==> src/rtl/gpio_edge_pkg.sv <==
package gpio_edge_pkg;

    typedef enum logic [1:0] {
        DET_OFF  = 2'd0,
        DET_FALL = 2'd1,
        DET_RISE = 2'd2,
        DET_BOTH = 2'd3
    } det_mode_e;

    // field order matches the output control register, MSB first
    typedef struct packed {
        logic       dir_out;
        logic       push_pull;
        logic       pull_en;
        logic [1:0] pull_sel;
        logic       level;
    } pad_ctrl_t;

endpackage

==> src/rtl/gpio_sync.sv <==
module gpio_sync #(
    parameter int W = 13
) (
    input  logic         clk,
    input  logic         rst_n,
    input  logic [W-1:0] d_i,
    output logic [W-1:0] q_o
);
    logic [W-1:0] meta_q;

    always_ff @(posedge clk or negedge rst_n) begin
        if (!rst_n) begin
            meta_q <= '0;
            q_o    <= '0;
        end else begin
            meta_q <= d_i;
            q_o    <= meta_q;
        end
    end
endmodule

==> src/rtl/gpio_edge_detect.sv <==
module gpio_edge_detect
    import gpio_edge_pkg::*;
#(
    parameter int W = 13
) (
    input  logic           clk,
    input  logic           rst_n,
    input  logic [W-1:0]   lvl_i,
    input  logic [2*W-1:0] mode_i,
    output logic [W-1:0]   evt_o
);
    logic [W-1:0] prev_q;

    always_ff @(posedge clk or negedge rst_n) begin
        if (!rst_n) prev_q <= '0;
        else        prev_q <= lvl_i;
    end

    for (genvar i = 0; i < W; i++) begin : g_pin
        det_mode_e mode;
        logic      rise, fall, hit;

        assign mode = det_mode_e'(mode_i[2*i +: 2]);
        assign rise = lvl_i[i] & ~prev_q[i];
        assign fall = ~lvl_i[i] & prev_q[i];

        always_comb begin
            unique case (mode)
                DET_OFF:  hit = 1'b0;
                DET_FALL: hit = fall;
                DET_RISE: hit = rise;
                DET_BOTH: hit = rise | fall;
                default:  hit = 1'b0;
            endcase
        end
        assign evt_o[i] = hit;

        // a disabled pin never reports an event
        p_off_silent_r6: assert property (@(posedge clk) disable iff (!rst_n)
            evt_o[i] |-> (mode != DET_OFF));
        // a rising-only event happens with the level now high
        p_rise_level_r5: assert property (@(posedge clk) disable iff (!rst_n)
            (evt_o[i] && mode == DET_RISE) |-> lvl_i[i]);
        // a falling-only event happens with the level now low
        p_fall_level_r4: assert property (@(posedge clk) disable iff (!rst_n)
            (evt_o[i] && mode == DET_FALL) |-> !lvl_i[i]);
    end
endmodule

==> src/rtl/gpio_irq_group.sv <==
module gpio_irq_group #(
    parameter int W = 7
) (
    input  logic         clk,
    input  logic         rst_n,
    input  logic [W-1:0] evt_i,
    input  logic         stat_wr_i,
    input  logic         mask_wr_i,
    input  logic [W-1:0] wdata_i,
    output logic [W-1:0] stat_o,
    output logic [W-1:0] mask_o
);
    logic [W-1:0] clr;

    assign clr = stat_wr_i ? wdata_i : '0;

    always_ff @(posedge clk or negedge rst_n) begin
        if (!rst_n) begin
            stat_o <= '0;
            mask_o <= '1;
        end else begin
            // a new event outranks a clear in the same cycle
            stat_o <= (stat_o & ~clr) | evt_i;
            if (mask_wr_i) mask_o <= wdata_i;
        end
    end

    for (genvar i = 0; i < W; i++) begin : g_bit
        // a pending bit only rises after an event
        p_set_by_event_r9: assert property (@(posedge clk) disable iff (!rst_n)
            $rose(stat_o[i]) |-> $past(evt_i[i]));
        // a pending bit only falls after a write of 1 to it
        p_fall_by_clear_r8: assert property (@(posedge clk) disable iff (!rst_n)
            $fell(stat_o[i]) |-> $past(stat_wr_i && wdata_i[i]));
        // a clear with no competing event empties the bit
        p_clear_takes_r8: assert property (@(posedge clk) disable iff (!rst_n)
            (stat_wr_i && wdata_i[i] && !evt_i[i]) |=> !stat_o[i]);
    end
endmodule

==> src/rtl/gpio_edge_ctrl.sv <==
module gpio_edge_ctrl
    import gpio_edge_pkg::*;
#(
    parameter int              NUM_PINS  = 13,
    parameter int              GRP0_PINS = 7,
    parameter int              ADDR_W    = 8,
    parameter int              DATA_W    = 8,
    parameter logic [ADDR_W-1:0] STAT_ADDR = 8'h20,
    parameter logic [ADDR_W-1:0] MASK_ADDR = 8'h28
) (
    input  logic                  clk,
    input  logic                  rst_n,
    input  logic                  reg_wen,
    input  logic                  reg_ren,
    input  logic [ADDR_W-1:0]     reg_addr,
    input  logic [DATA_W-1:0]     reg_wdata,
    output logic [DATA_W-1:0]     reg_rdata,
    input  logic [NUM_PINS-1:0]   pin_in,
    output logic [NUM_PINS-1:0]   pin_out,
    output logic [NUM_PINS-1:0]   pin_oe,
    output logic [NUM_PINS-1:0]   pin_push_pull,
    output logic [NUM_PINS-1:0]   pin_pull_en,
    output logic [2*NUM_PINS-1:0] pin_pull_sel,
    output logic                  irq
);
    localparam int GRP1_PINS = NUM_PINS - GRP0_PINS;
    localparam int IN_BASE   = NUM_PINS;
    localparam int CTRL_W    = $bits(pad_ctrl_t);

    logic [NUM_PINS-1:0]   lvl, evt;
    logic [2*NUM_PINS-1:0] det_flat;
    pad_ctrl_t             out_q [NUM_PINS];
    logic [1:0]            det_q [NUM_PINS];
    logic [GRP0_PINS-1:0]  stat0, mask0;
    logic [GRP1_PINS-1:0]  stat1, mask1;
    logic                  wr_stat0, wr_stat1, wr_mask0, wr_mask1;
    logic [DATA_W-1:0]     rd_next;

    assign wr_stat0 = reg_wen && (reg_addr == STAT_ADDR);
    assign wr_stat1 = reg_wen && (reg_addr == STAT_ADDR + 1'b1);
    assign wr_mask0 = reg_wen && (reg_addr == MASK_ADDR);
    assign wr_mask1 = reg_wen && (reg_addr == MASK_ADDR + 1'b1);

    gpio_sync #(.W(NUM_PINS)) u_sync (
        .clk   (clk),
        .rst_n (rst_n),
        .d_i   (pin_in),
        .q_o   (lvl)
    );

    gpio_edge_detect #(.W(NUM_PINS)) u_edge (
        .clk    (clk),
        .rst_n  (rst_n),
        .lvl_i  (lvl),
        .mode_i (det_flat),
        .evt_o  (evt)
    );

    gpio_irq_group #(.W(GRP0_PINS)) u_grp0 (
        .clk       (clk),
        .rst_n     (rst_n),
        .evt_i     (evt[GRP0_PINS-1:0]),
        .stat_wr_i (wr_stat0),
        .mask_wr_i (wr_mask0),
        .wdata_i   (reg_wdata[GRP0_PINS-1:0]),
        .stat_o    (stat0),
        .mask_o    (mask0)
    );

    gpio_irq_group #(.W(GRP1_PINS)) u_grp1 (
        .clk       (clk),
        .rst_n     (rst_n),
        .evt_i     (evt[NUM_PINS-1:GRP0_PINS]),
        .stat_wr_i (wr_stat1),
        .mask_wr_i (wr_mask1),
        .wdata_i   (reg_wdata[GRP1_PINS-1:0]),
        .stat_o    (stat1),
        .mask_o    (mask1)
    );

    // per-pin control registers
    always_ff @(posedge clk or negedge rst_n) begin
        if (!rst_n) begin
            for (int p = 0; p < NUM_PINS; p++) begin
                out_q[p] <= '0;
                det_q[p] <= DET_OFF;
            end
        end else if (reg_wen) begin
            for (int p = 0; p < NUM_PINS; p++) begin
                if (reg_addr == ADDR_W'(p))
                    out_q[p] <= pad_ctrl_t'(reg_wdata[CTRL_W-1:0]);
                if (reg_addr == ADDR_W'(IN_BASE + p))
                    det_q[p] <= reg_wdata[2:1];
            end
        end
    end

    for (genvar p = 0; p < NUM_PINS; p++) begin : g_pad
        assign pin_out[p]             = out_q[p].level;
        assign pin_oe[p]              = out_q[p].dir_out;
        assign pin_push_pull[p]       = out_q[p].push_pull;
        assign pin_pull_en[p]         = out_q[p].pull_en;
        assign pin_pull_sel[2*p +: 2] = out_q[p].pull_sel;
        assign det_flat[2*p +: 2]     = det_q[p];
    end

    // read mux
    always_comb begin
        rd_next = '0;
        for (int p = 0; p < NUM_PINS; p++) begin
            if (reg_addr == ADDR_W'(p))
                rd_next[CTRL_W-1:0] = out_q[p];
            if (reg_addr == ADDR_W'(IN_BASE + p))
                rd_next[2:0] = {det_q[p], lvl[p]};
        end
        if (reg_addr == STAT_ADDR)        rd_next[GRP0_PINS-1:0] = stat0;
        if (reg_addr == STAT_ADDR + 1'b1) rd_next[GRP1_PINS-1:0] = stat1;
        if (reg_addr == MASK_ADDR)        rd_next[GRP0_PINS-1:0] = mask0;
        if (reg_addr == MASK_ADDR + 1'b1) rd_next[GRP1_PINS-1:0] = mask1;
    end

    always_ff @(posedge clk or negedge rst_n) begin
        if (!rst_n)       reg_rdata <= '0;
        else if (reg_ren) reg_rdata <= rd_next;
    end

    assign irq = |(stat0 & ~mask0) | |(stat1 & ~mask1);

    // group 1 reads never show bits above its width
    p_upper_zero_r11: assert property (@(posedge clk) disable iff (!rst_n)
        (reg_ren && (reg_addr == STAT_ADDR + 1'b1 || reg_addr == MASK_ADDR + 1'b1))
        |=> (reg_rdata[DATA_W-1:GRP1_PINS] == '0));
    // a write to pin 0's output control reaches its pads next cycle
    p_out_fields_r2: assert property (@(posedge clk) disable iff (!rst_n)
        (reg_wen && reg_addr == '0)
        |=> (pin_out[0] == $past(reg_wdata[0]) && pin_oe[0] == $past(reg_wdata[5])));
    // irq rises only after an event or a mask change
    p_irq_cause_r10: assert property (@(posedge clk) disable iff (!rst_n)
        $rose(irq) |-> $past((|evt) || wr_mask0 || wr_mask1));
    // read data holds while no read is issued
    p_rdata_hold_r12: assert property (@(posedge clk) disable iff (!rst_n)
        !reg_ren |=> $stable(reg_rdata));
endmodule

==> config.mk <==
export PLATFORM = sky130hd
export DESIGN_NAME = gpio_edge_ctrl
export DESIGN_NICKNAME = d
export VERILOG_FILES = /design/src/rtl/gpio_edge_pkg.sv /design/src/rtl/gpio_sync.sv /design/src/rtl/gpio_edge_detect.sv /design/src/rtl/gpio_irq_group.sv /design/src/rtl/gpio_edge_ctrl.sv
export SDC_FILE = /design/constraint.sdc
export NUM_CORES = 1
export LEC_CHECK = 0
export ABC_AREA = 1
export BUFFER_PORTS_ARGS = -buffer_cell sky130_fd_sc_hd__buf_2
export CAP_MARGIN = 20
export CORE_UTILIZATION = 45
export CTS_BUF_LIST = sky130_fd_sc_hd__clkbuf_16
export CTS_CLUSTER_SIZE = 20
export DETAILED_ROUTE_END_ITERATION = 6
export PLACE_DENSITY_LB_ADDON = 0.2
export SKIP_CTS_REPAIR_TIMING = 1
export SLEW_MARGIN = 20
export SYNTH_ARGS = -nofsm -noshare
export SYNTH_HDL_FRONTEND = slang
export SYNTH_SLANG_ARGS = --single-unit
==> constraint.sdc <==
create_clock -name clk -period 3.01 [get_ports clk]
set_input_delay 0.1505 -clock clk [delete_from_list [all_inputs] [get_ports clk]]
set_output_delay 0.1505 -clock clk [all_outputs]
set_load 0.02 [all_outputs]
==> results of run 1 <==
==> final timing paths <==
path | from | endpoint | slack, ps
max reg2reg | pin_oe[0]$_DFFE_PN0P_ | reg_rdata[5]$_DFFE_PN0P_ | 670
min reg2reg | u_sync.meta_q[8]$_DFF_PN0_ | u_sync.q_o[8]$_DFF_PN0_ | 350
max in group asynchronous | rst_n | u_sync.meta_q[7]$_DFF_PN0_ | 1930
min | reg_wdata[6] | u_grp0.mask_o[6]$_DFFE_PN1P_ | -20
min in group asynchronous | rst_n | u_sync.q_o[1]$_DFF_PN0_ | 240
max | pin_oe[0]$_DFFE_PN0P_ | reg_rdata[5]$_DFFE_PN0P_ | 670
==> layout make-up <==
class / count / area (µm²)
clock inverter: 15 / 170
inverter: 115 / 432
multi-input combinational: 647 / 3110
timing repair buffer: 140 / 817
tap: 225 / 282
sequential: 176 / 4420
clock buffer: 17 / 425
fill: 1656 / 7760
==> layer usage <==
metal / part of all wire, % / up-vias / global-route usage [%]
met5: 0 / - / 0
met4: 1.0 / 0 / 7.10
met3: 5.4 / 19 / 4.14
met2: 47 / 210 / 38.9
met1: 47 / 3290 / 35.8
li1: - / 3404 / -
==> cell usage after synthesis, types with 4 or more instances <==
master and instances:
o21ai_1 8, dfstp_2 13, o22ai_1 4, nand2_1 275, or2_2 5, dfrtp_1 163
nand4_1 27, nor2_1 59, inv_2 5, a21oi_1 27, ha_1 26, nand3_1 33
clkbuf_1 27, inv_1 110, o21ai_0 165
==> power by group through the flow <==
stage / Sequential (mW) / Clock [mW] / Combinational [mW]
floorplan: 2.67 / 0 / 0.157
global placement: 2.63 / 0 / 0.407
detailed placement: 2.63 / 0 / 0.416
CTS: 2.59 / 2.28 / 0.419
global route: 2.61 / 2.37 / 0.485
finish: 2.59 / 2.25 / 0.428
==> worst min-delay path, delay by kind of cell <==
| family | cells | cell delay (ps) |
|---|---|---|
| buffers and inverters | 2 | 160 |
| AOI/OAI and AO/OA | 1 | 80 |
==> sequential cells by signal (all words and copies together) (netlist names) <==
| signal | cells |
|---|---|
| u_sync.meta_q | 13 |
| u_edge.prev_q | 13 |
| u_grp1.stat_o | 6 |
| reg_rdata | 7 |
| pin_pull_sel | 26 |
| u_sync.q_o | 13 |
| pin_pull_en | 13 |
| u_grp0.stat_o | 7 |
| pin_push_pull | 13 |
| det_flat | 26 |
| u_grp0.mask_o | 7 |
| pin_oe | 13 |
| pin_out | 13 |
| u_grp1.mask_o | 6 |
==> cell families after synthesis <==
group	synth area share, %
AO/OA/AOI/OAI	13.9
adder cells (fa/ha/maj)	4.02
buffers and inverters	6.80
flip-flops	54.7
other	0.0464
AND/OR/NAND/NOR	20.6
==> run metrics, run 1 <==
DRC=0; H-tree levels=4; max cap viols=0; crit start category=register; P_leak=4.76 nW; power after layout=5.27 mW; antenna cells=0; post-synthesis cell area=0.00808 mm²; WP depth=11; Sw Ratio=25.4%; Power Density=545 mW/mm²; Post-Layout Cell Count=1335; initial antenna violation count=0; Worst-Skew Late Latency=430 ps; Yosys warning total=0; CP bufs+invs=0; Net Sw Power=1.34 mW; Port-buffer cells=117; row count=48; Die W=136 µm; async set or reset register ratio after synthesis=100%; max incr delay on CP=410 ps; worst setup margin=670 ps; slew of the pin with the lowest slew margin=816 ps; logic gate share of total power=8.1%; register share of total power=49.2%; Root Driver=clkbuf_16; share of cells above drive strength 1=16.5%; CP cell instances=a22o_1, a21oi_1, nand3_1, a21oi_1, nand4_1, a21oi_1, nand4_1, o21ai_1, nand2_1, a221oi_1, o21ai_1; first-pass GRT wire length=34800 µm; slowest cell on the critical path=dfrtp_1; # placed instances=1287; sequential element share of the synthesized area=54.7%; Post-synth EDFFs=0; area grow syn2layout=19.5%; fmax=427 MHz; Main synth FF type=dfrtp_1; die area=0.0185 mm²; initial core utilization=46.4%; Pre-antenna DRT Iters=5; Tcrit/Tclk final=77.7%; CTS Buf Count=17; outcome=finished, violations left; Clk pwr share=42.6%; GRT overflow=0; Hold Path Cell Cnt=3; worst-case clock buffer depth=2; commonest non-fill, non-tap cells in the layout=275 x nand2_1, 165 x o21ai_0, 163 x dfrtp_1, 116 x buf_2, 111 x inv_1; Place WS=380 ps; Setup Crit Path Kind=reg2reg; Clock Sinks=176; RSZ-0062 raised after global routing=false; relative slew slack=45.5%; leading area contributor after synthesis=dfrtp_1; Via density=5.19; pin count of the biggest net entering global routing=59; detailed placer's ending HPWL=15400 µm; # setup viols final=0; Die Y=136 µm; Crit path max-delay family=compound AO/OA/AOI/OAI gates; Yosys reg bits=176; Core Area=0.0174 mm²; gr usage total=25.0%; Placer Congestion=0.879; synthesized net count=1027; Vias=6923; setup_tns=0 ps; worst min path class=in2reg; placed instance area=0.00890 mm²; failing checks=negative hold slack; CP Data Arrival Time=2650 ps; top-area cell type share of the netlist area=50.5%; Mapped Cells=968; Synth area leaders=dfrtp_1 50%, nand2_1 13%, o21ai_0 10%; Hold Slack=-15.7 ps; Crit Path Max Fanout=3; Avg Cell Area, Syn=8.35 µm²; drt total wl=21800 µm; post-route ant nets=0; VDD IR max=0.000425 V; clk slew on worst S/H paths=70 ps; initial DRC count=485; Req. time, crit path=3320 ps; nets=1156; # IOs=120; leading cell type in the layout, fill and taps excluded=nand2_1; r2r worst-path depth=11; TritonCTS clock tree=built; Cell Int Power=3.93 mW; clk_skew=8.18 ps; crit end category=register; Final Hold Viols=1; Finished Core Util=55.5%; fin. max-slew vios=0; drt wl/cell=16.3 µm; fin area=0.00966 mm²; vias in the first global route=6528; Critical Path Most Common Cell=a21oi_1; synth unique cells=29; crit path time final=2340 ps
Note: power is estimated with default switching activity, not from simulation.
==> run 2, diff against run 1 <==
- clock period: 3.01 -> 1.9 ns (I/O delays scaled with it)
==> run 2 against run 1 <==
  * Global-route usage increased by 1.5 points
  * The flow finishes with violations (negative setup slack)
  * Non-clock buffer count is 101 higher
  * Routed wire length is 6.1% higher
  * Worst setup slack got worse by 920 ps
  * Clock power is 53% higher
  * Register-to-register slack lost 920 ps
  * First-iteration DRC count increased by 13%
  * Highest routed layer unchanged
  * Total power rose by 59%
==> run metrics, run 2 (synthesis gave the netlist of run 1 again) <==
setup slack, reg-to-reg=-250 ps (-920 ps); relative slew slack=51.6% (+6.0 points); Worst-Skew Late Latency=420 ps (about the same); pin count of the biggest net entering global routing=49 (-17%); met3 usage in global routing=4.10% (-0.037 points); Vias=7335 (+6.0%); failing checks=negative setup slack; share of cells above drive strength 1=24.1% (+7.6 points); Root Driver=clkbuf_16; GR Util met2=41.9% (+2.9 points); CP bufs+invs=0 (unchanged); Port-buffer cells=117 (unchanged); CTS Buf Count=17 (unchanged); Placer Congestion=0.930 (+5.7%); Post-Layout Cell Count=1434 (+7.4%); worst-case clock buffer depth=2 (unchanged); worst min path class=in2reg; CP Capture Point=reg_rdata[3]$_DFFE_PN0P_; GRT Max-Usage Layer=met2; Die Y=136 µm (unchanged); post-route ant nets=0 (unchanged); leading cell type in the layout, fill and taps excluded=nand2_1; hold path start=reg_ren; initial core utilization=46.4% (unchanged); Pre-antenna DRT Iters=5 (unchanged); max incr delay on CP=380 ps (-30 ps); slew of the pin with the lowest slew margin=726 ps (-90.3 ps); antenna cells=0 (unchanged); CP Data Arrival Time=2450 ps (-200 ps); H-tree levels=4 (unchanged); clk slew on worst S/H paths=60 ps (about the same); first-pass GRT wire length=36700 µm (+5.4%); setup_tns=-969 ps (-969 ps); crit start category=register; Crit path max-delay family=compound AO/OA/AOI/OAI gates; R2R Path End=reg_rdata[3]$_DFFE_PN0P_; drt wl/cell=16.1 µm (-1.2%); WP depth=13 (+2); commonest non-fill, non-tap cells in the layout=275 x nand2_1, 165 x o21ai_0, 163 x dfrtp_1, 116 x buf_2, 111 x inv_1; Critical R2R Launch=pin_pull_en[0]$_DFFE_PN0P_; drt total wl=23100 µm (+6.1%); crit path time final=2150 ps (-191 ps); fin. max-slew vios=0 (unchanged); initial antenna violation count=0 (unchanged); Tcrit/Tclk final=113% (+35 points); # setup viols final=6 (+6); GRT overflow=0 (unchanged); clk_skew=8.35 ps (+0.174 ps); vias in the first global route=7017 (+7.5%); slowest cell on the critical path=dfrtp_1; detailed placer's ending HPWL=16700 µm (+8.5%); crit end category=register; area grow syn2layout=29.9%; Crit Path Max Fanout=2 (-1); RSZ-0062 raised after global routing=true; max cap viols=0 (unchanged); row count=48 (unchanged); nets=1257 (+8.7%); r2r worst-path depth=13 (+2); TritonCTS clock tree=built; DRC=0 (unchanged); Die W=136 µm (unchanged); Core Area=0.0174 mm² (unchanged); Final Hold Viols=0 (-1); VDD IR max=0.000568 V (+34%); Power Density=796 mW/mm² (+46%); # placed instances=1386 (+7.7%); Setup Crit Path Kind=reg2reg; power after layout=8.36 mW (+59%); met1 Use GR=37.1% (+1.4 points); worst setup margin=-249 ps (-919 ps); Req. time, crit path=2200 ps (-1120 ps); # IOs=120 (unchanged); critical path startpoint=pin_pull_en[0]$_DFFE_PN0P_; gr usage total=26.5% (+1.5 points); initial DRC count=549 (+13%); outcome=finished, violations left; Clock Sinks=176 (unchanged); die area=0.0185 mm² (unchanged); P_leak=5.30 nW (+11%); Via density=5.12 (-1.4%); CP cell instances=nand2_1, nand3_2, a21oi_2, a21boi_2, nand4_1, o21ai_2, nand3_2, a21oi_2, nand3_1, o21ai_1, nand2_1, a221oi_2, o21ai_1; fmax=465 MHz (+8.9%)
==> run 2: changes by cell type in the layout (fill, tap and decap cells not counted), sizes merged <==
| cell | change |
|---|---|
| buf | +99 |
| clkinvlp | -2 |
| dlygate4sd3 | +2 |
==> run 2: tightest hold or removal path: cells and delay by family <==
family | cells | cell delay (ps)
AOI/OAI and AO/OA | 1 | 40
buffers and inverters | 1 | 150
and+or+nand+nor | 1 | 110
==> run 2: per-layer routing <==
metal	vias to the layer above	wire (µm)
met1	3471	10700
met5	-	0
li1	3601	-
met3	30	1170
met4	0	382
met2	233	10900
==> run 2: worst min path at each step <==
| stage | end | slack [ps] | depth (start not counted) |
|---|---|---|---|
| floorplan | det_flat[0]$_DFFE_PN0P_ | -200 | 0 |
| global placement | u_sync.q_o[1]$_DFF_PN0_ | 80 | 1 |
| detailed placement | u_sync.meta_q[1]$_DFF_PN0_ | 70 | 1 |
| CTS | u_sync.meta_q[1]$_DFF_PN0_ | -380 | 1 |
| global route | reg_rdata[6]$_DFFE_PN0P_ | 30 | 3 |
| finish | reg_rdata[6]$_DFFE_PN0P_ | 10 | 3 |
==> run 2: cell type report <==
class / instances / area, µm²
clock buffers: 17 / 425
clock inverters: 13 / 148
fillers: 1556 / 6920
inverters: 115 / 432
multi-input cells: 647 / 3180
flip-flops and latches: 176 / 4420
well taps: 225 / 282
repair buffers: 241 / 1620
==> run 2: power breakdown <==
part           internal, mW  switching [mW]
combinational         0.307           0.494
sequential             3.94           0.162
clock                  2.03            1.42
==> run 2: metrics by stage <==
step	setup WS (ps)	hold WS (ps)	util [%]	area (µm²)
floorplan	173	-201	-	8080
global placement	-782	77.3	55.6	9680
detailed placement	-805	71.6	55.6	9680
CTS	-512	-384	58.9	10300
global route	-432	34.8	60.3	10500
finish	-249	14.9	60.3	10500
